--- src/rtl/patshift_pkg.sv ---
package patshift_pkg;

    // Controller states
    typedef enum logic [1:0] {
        ST_OFF  = 2'd0,   // output low, waveform held
        ST_LOAD = 2'd1,   // parallel load, output low
        ST_PASS = 2'd2,   // divide-by-1, output high
        ST_SPIN = 2'd3    // waveform playback
    } div_state_e;

    // Length select codes
    localparam logic [1:0] SEL_SHORT = 2'd0;
    localparam logic [1:0] SEL_MID   = 2'd1;
    localparam logic [1:0] SEL_LONG  = 2'd2;
    localparam logic [1:0] SEL_FIXED = 2'd3;

endpackage

--- src/rtl/patshift_seed.sv ---
module patshift_seed
    import patshift_pkg::*;
#(
    parameter int PAT_W   = 15,
    parameter int RING_W  = 25,
    parameter int LEN_W   = 5,
    parameter int LEN0    = 12,
    parameter int LEN1    = 14,
    parameter int LEN2    = 15,
    parameter int FIX_LEN = 25,
    parameter logic [FIX_LEN-1:0] FIX_PAT = 25'h1C71C78
) (
    input  logic [1:0]        sel_i,
    input  logic [PAT_W-1:0]  pat_i,
    output logic [RING_W-1:0] seed_o,
    output logic [LEN_W-1:0]  len_o
);

    localparam logic [RING_W-1:0] FIX_EXT = RING_W'(FIX_PAT);

    logic use_fixed;

    always_comb begin
        unique case (sel_i)
            SEL_SHORT: len_o = LEN_W'(LEN0);
            SEL_MID:   len_o = LEN_W'(LEN1);
            SEL_LONG:  len_o = LEN_W'(LEN2);
            SEL_FIXED: len_o = LEN_W'(FIX_LEN);
        endcase
    end

    assign use_fixed = (sel_i == SEL_FIXED);

    // Per-bit seed: fixed word, or the pattern masked to the active length
    for (genvar i = 0; i < RING_W; i++) begin : g_seed
        if (i < PAT_W) begin : g_pat
            assign seed_o[i] = use_fixed ? FIX_EXT[i]
                                         : (pat_i[i] & (LEN_W'(i) < len_o));
        end else begin : g_fix
            assign seed_o[i] = use_fixed & FIX_EXT[i];
        end
    end

endmodule

--- src/rtl/patshift_ring.sv ---
module patshift_ring #(
    parameter int RING_W = 25,
    parameter int LEN_W  = 5
) (
    input  logic              clk_i,
    input  logic              rst_ni,
    input  logic              load_i,
    input  logic              rot_i,
    input  logic [RING_W-1:0] seed_i,
    input  logic [LEN_W-1:0]  seed_len_i,
    output logic              head_o
);

    logic [RING_W-1:0] sr_q;
    logic [RING_W-1:0] sr_nxt;
    logic [LEN_W-1:0]  len_q;
    logic [LEN_W-1:0]  top_idx;

    assign top_idx = len_q - LEN_W'(1);
    assign head_o  = sr_q[top_idx];

    // Rotate left inside the active length; bits above it stay zero
    always_comb begin
        for (int i = 0; i < RING_W; i++) begin
            if (i == 0)
                sr_nxt[i] = head_o;
            else if (i < int'(len_q))
                sr_nxt[i] = sr_q[i-1];
            else
                sr_nxt[i] = 1'b0;
        end
    end

    always_ff @(posedge clk_i or negedge rst_ni) begin
        if (!rst_ni) begin
            sr_q  <= '0;
            len_q <= LEN_W'(RING_W);
        end else if (load_i) begin
            sr_q  <= seed_i;
            len_q <= seed_len_i;
        end else if (rot_i) begin
            sr_q  <= sr_nxt;
        end
    end

    // a playback step keeps the waveform content
    ones_kept_chk: assert property (@(posedge clk_i) disable iff (!rst_ni)
        (rot_i && !load_i) |=> ($countones(sr_q) == $past($countones(sr_q))));

    // no step and no load leaves the waveform untouched
    hold_chk: assert property (@(posedge clk_i) disable iff (!rst_ni)
        (!rot_i && !load_i) |=> $stable(sr_q));

    // the length changes only through a load
    len_stable_chk: assert property (@(posedge clk_i) disable iff (!rst_ni)
        !load_i |=> $stable(len_q));

endmodule

--- src/rtl/patshift_fsm.sv ---
module patshift_fsm
    import patshift_pkg::*;
(
    input  logic clk_i,
    input  logic rst_ni,
    input  logic en_i,
    input  logic bypass_i,
    input  logic preset_i,
    input  logic head_i,
    output logic rot_o,
    output logic div_o
);

    div_state_e state_q;
    div_state_e state_d;

    // Next state: preset, then enable, then bypass
    always_comb begin
        if (preset_i)
            state_d = ST_LOAD;
        else if (!en_i)
            state_d = ST_OFF;
        else if (bypass_i)
            state_d = ST_PASS;
        else
            state_d = ST_SPIN;
    end

    always_ff @(posedge clk_i or negedge rst_ni) begin
        if (!rst_ni)
            state_q <= ST_OFF;
        else
            state_q <= state_d;
    end

    // A cycle spent playing consumes its bit at the following edge
    assign rot_o = (state_q == ST_SPIN) && !preset_i;

    always_comb begin
        unique case (state_q)
            ST_OFF:  div_o = 1'b0;
            ST_LOAD: div_o = 1'b0;
            ST_PASS: div_o = 1'b1;
            ST_SPIN: div_o = head_i;
        endcase
    end


    load_low_chk: assert property (@(posedge clk_i) disable iff (!rst_ni)
        preset_i |=> !div_o);


    off_low_chk: assert property (@(posedge clk_i) disable iff (!rst_ni)
        (!preset_i && !en_i) |=> !div_o);


    pass_high_chk: assert property (@(posedge clk_i) disable iff (!rst_ni)
        (!preset_i && en_i && bypass_i) |=> div_o);


    preset_wins_chk: assert property (@(posedge clk_i) disable iff (!rst_ni)
        (preset_i && en_i && bypass_i) |=> (!div_o && !rot_o));

endmodule

--- src/rtl/patshift_div.sv ---
module patshift_div #(
    parameter int PAT_W   = 15,
    parameter int LEN0    = 12,
    parameter int LEN1    = 14,
    parameter int LEN2    = 15,
    parameter int FIX_LEN = 25,
    parameter logic [FIX_LEN-1:0] FIX_PAT = 25'h1C71C78
) (
    input  logic             clk_i,
    input  logic             rst_ni,
    input  logic             en_i,
    input  logic             bypass_i,
    input  logic             preset_i,
    input  logic [1:0]       len_sel_i,
    input  logic [PAT_W-1:0] pattern_i,
    output logic             div_o
);

    localparam int RING_W = (FIX_LEN > PAT_W) ? FIX_LEN : PAT_W;
    localparam int LEN_W  = $clog2(RING_W + 1);

    logic [RING_W-1:0] seed;
    logic [LEN_W-1:0]  seed_len;
    logic              head;
    logic              rot;

    patshift_seed #(
        .PAT_W   (PAT_W),
        .RING_W  (RING_W),
        .LEN_W   (LEN_W),
        .LEN0    (LEN0),
        .LEN1    (LEN1),
        .LEN2    (LEN2),
        .FIX_LEN (FIX_LEN),
        .FIX_PAT (FIX_PAT)
    ) u_seed (
        .sel_i  (len_sel_i),
        .pat_i  (pattern_i),
        .seed_o (seed),
        .len_o  (seed_len)
    );

    patshift_ring #(
        .RING_W (RING_W),
        .LEN_W  (LEN_W)
    ) u_ring (
        .clk_i      (clk_i),
        .rst_ni     (rst_ni),
        .load_i     (preset_i),
        .rot_i      (rot),
        .seed_i     (seed),
        .seed_len_i (seed_len),
        .head_o     (head)
    );

    patshift_fsm u_fsm (
        .clk_i    (clk_i),
        .rst_ni   (rst_ni),
        .en_i     (en_i),
        .bypass_i (bypass_i),
        .preset_i (preset_i),
        .head_i   (head),
        .rot_o    (rot),
        .div_o    (div_o)
    );

    // disabled without preset gives a low output
    reset_idle_chk: assert property (@(posedge clk_i) disable iff (!rst_ni)
        (!en_i && !preset_i) |=> (div_o == 1'b0));

endmodule

--- config.mk ---
export PLATFORM = sky130hd
export DESIGN_NAME = patshift_div
export DESIGN_NICKNAME = d
export VERILOG_FILES = /design/src/rtl/patshift_pkg.sv /design/src/rtl/patshift_seed.sv /design/src/rtl/patshift_ring.sv /design/src/rtl/patshift_fsm.sv /design/src/rtl/patshift_div.sv
export SDC_FILE = /design/constraint.sdc
export NUM_CORES = 1
export LEC_CHECK = 0
export BUFFER_PORTS_ARGS = -buffer_cell sky130_fd_sc_hd__buf_2
export CORE_MARGIN = 2
export CORE_UTILIZATION = 40
export CTS_CLUSTER_SIZE = 25
export DETAILED_ROUTE_END_ITERATION = 7
export GPL_ROUTABILITY_DRIVEN = 0
export PLACE_DENSITY = 0.57
export SYNTH_ARGS = -nofsm -noshare
export SYNTH_HDL_FRONTEND = slang
export SYNTH_SLANG_ARGS = --single-unit
--- constraint.sdc ---
create_clock -name clk_i -period 3 [get_ports clk_i]
set_clock_uncertainty 0.1 [all_clocks]
set_input_delay 0.15 -clock clk_i [delete_from_list [all_inputs] [get_ports clk_i]]
set_output_delay 0.15 -clock clk_i [all_outputs]
set_load 0.02 [all_outputs]
==> results.txt <==
Die Span Y - 68.8 um
Syn Inst Count - 183
Slew headroom - 53.0%
register area share after synthesis - 46.3%
first-pass GRT wire length - 7.00 mm
worst path bufs/invs - 2
Worst-path clk slew - 70 ps
CP endpoint kind - output pin
cts bufs inserted - 5
Commonest cells post-synth - dfrtp_1 (29), o21ai_0 (21), nor2_1 (19)
total track usage - 20.3%
Post-DRT Antenna Nets - 0
Max-Cap Viols - 0
DRC viols - 0
die width - 68.8 um
fin crit period - 2860 ps
layout overhead on the synthesized area - 13.7%
# placed instances - 245
largest net degree at the start of global routing - 32
crit share post-route - 95.3%
Initial Util - 41.7%
Synth area leader - dfrtp_1
FP Rows - 23
root buffer cell - clkbuf_8
Setup Fix Bufs, Post-CTS - 0
Most used DFF post-synth - dfrtp_1
Setup TNS - 0 ps
top-area cell type share of the netlist area - 43.2%
Crit Path Max Fanout - 9
non-filler cells, final - 256
status - complete, no violations
R2R depth - 7
clk_lat worst skew - 280 ps
DR WL met2 - 1.97 mm
FF+latch count, synth - 31
RR Endpoint - u_ring.sr_q[0]$_DFFE_PN0P_
WP data arrival - 2610 ps
sequential power share - 48.9%
Async SR Flop Fraction - 100%
Final Hold Viols - 0
Ys Warns - 0
kind of critical path - reg -> out
flop2flop setup slack - 600 ps
Slew Limit Fails - 0
WL per Instance - 16.2 um
clock share of power - 30.8%
most instantiated library cell after synthesis - dfrtp_1
Setup WS post-layout - 140 ps
DR top layer - met4
Worst-Margin Slew - 705 ps
nets - 233
Yosys cell types - 41
number of buffers added on ports - 22
leakage - 0.840 nW
Placement Setup Slack - 368 ps
vias in the first global route - 1,451
Gate power share - 20.3%
initial antenna violation count - 0
Stages on worst setup path - 8
RSZ-0062 raised after global routing - no
final wirelength - 4.16 mm
CTS tree - yes
drt first pass iters - 4
critical path cell sequence - inv_1, ha_2, mux2i_1, o22ai_1, o32a_2, o21ai_2, a21boi_1, buf_2
EDFF count, synth - 0
Mapped Area - 1680 um2
post-DR vias/cell - 5.56
Final setup viols - 0
worst path required time - 2750 ps
remaining global-route overflow - 0
synthesized area per cell - 9.18 um2
Worst VDD drop - 0.296 mV
CTS sink count - 31
DRT met1 WL - 1.89 mm
worst min path class - in -> reg
CP delay by family, top - compound AO/OA/AOI/OAI gates
total internal power - 0.714 mW
diode count - 0
worst reg2reg path startpoint - u_ring.len_q[0]$_DFFE_PN1P_
slowest stage delay, CP - 600 ps
fmax - 350 MHz
Iter 0 DRT Violations - 86
fillers - 419
Power Density - 537 nW/um2
CTS H-tree lvls - 2
Sw Pwr - 0.312 mW
layout cell share with drive strength beyond 1 - 18.9%
CP endpoint - div_o
WL met3 - 217 um
Syn Nets - 211
dominant cells by area after synthesis - dfrtp_1 (43%), o21ai_0 (6.3%), a21oi_1 (4.5%)
Max clock buf depth - 2
I/O pins - 23
switching part of the total power - 30.4%
dpl hpwl - 2.95 mm
critical path startpoint - u_ring.len_q[0]$_DFFE_PN1P_
CP max-delay cell - dfstp_2
Vias - 1,424
CP Launch Type - flip-flop
core area - 4030 um2
die area - 4740 um2
## cells in the final DEF, fill, tap and decap left out, types with 3 or more instances in the layout
cell / Yosys / routed
clkbuf_8: 0 / 5
o22ai_1: 6 / 6
nor3b_1: 3 / 3
nand3_1: 6 / 6
buf_2: 3 / 22
nor2_1: 19 / 19
nand2_1: 18 / 18
a21oi_1: 15 / 15
dlygate4sd3_1: 0 / 3
inv_1: 7 / 7
o21ai_0: 21 / 21
ha_1: 6 / 5
mux2i_1: 7 / 7
a31oi_1: 3 / 3
dfrtp_1: 29 / 29
a221oi_1: 3 / 3
## through the flow
stage	area [um2]	total power, mW	hold slack [ps]	utilization, %
after floorplan	1680	0.650	-246	-
after global placement	1800	0.701	126	44.6
after detailed placement	1800	0.712	140	44.6
after CTS	1910	1.03	21.1	47.4
after global routing	1910	1.09	18.1	47.4
final	1910	1.03	21.6	47.4
## timing repair
action,4_1_cts,5_1_grt
hold buffers,3,0
endpoints found under the setup margin,0,1
resized for setup,0,1
hold endpoints to repair,31,0
## how the worst min path moves through the flow
stage	start	end	slack [ps]	cells after the start
after floorplan	rst_ni	u_fsm.state_q[0]$_DFF_PN0_	-250	0
after global placement	rst_ni	u_ring.sr_q[4]$_DFFE_PN0P_	130	1
after detailed placement	rst_ni	u_ring.sr_q[5]$_DFFE_PN0P_	140	1
after CTS	pattern_i[2]	u_ring.sr_q[2]$_DFFE_PN0P_	20	3
after global routing	pattern_i[2]	u_ring.sr_q[2]$_DFFE_PN0P_	20	3
final	pattern_i[2]	u_ring.sr_q[2]$_DFFE_PN0P_	20	3
## metal layers
layer / track usage (%) / up-vias
met5: 0 / -
met3: 3.90 / 9
met1: 26.0 / 683
met4: 10.0 / 0
met2: 32.8 / 39
li1: - / 693
## power groups by stage
stage                     clock [mW]  sequential [mW]  combinational, mW
after floorplan                    0            0.488              0.163
after global placement             0            0.508              0.193
after detailed placement           0            0.508              0.204
after CTS                      0.322            0.501              0.208
after global routing           0.348            0.508              0.235
final                          0.316            0.502              0.208
## cells by family after synthesis
kind of cell	synth area share, %
muxes	5.51
and+or+nand+nor	14.5
adders and majority gates	4.47
buffers and inverters	5.58
DFF	46.3
AOI/OAI and AO/OA	23.1
xor gates and xnor gates	0.521
## layout make-up
| type | count | area [um2] | share of cell area, % |
|---|---|---|---|
| multi-input cells | 133 | 811 | 42.4 |
| flip-flops and latches | 31 | 778 | 40.7 |
| repair buffers | 26 | 148 | 7.73 |
| clock buffers | 7 | 76.3 | 3.99 |
| well taps | 50 | 62.6 | 3.27 |
| inverters | 8 | 30.0 | 1.57 |
| clock inverters | 1 | 5.00 | 0.262 |
## worst min-delay path, cell delays in order
cell      delay [ps]
buf_2             80
a221oi_1          60
nor2_1            80
## flip-flops by register name, indices dropped and copies added (netlist names)
signal         cells
u_ring.sr_q       25
u_ring.len_q       4
u_fsm.state_q      2
Power figures use the tool's default switching activity.
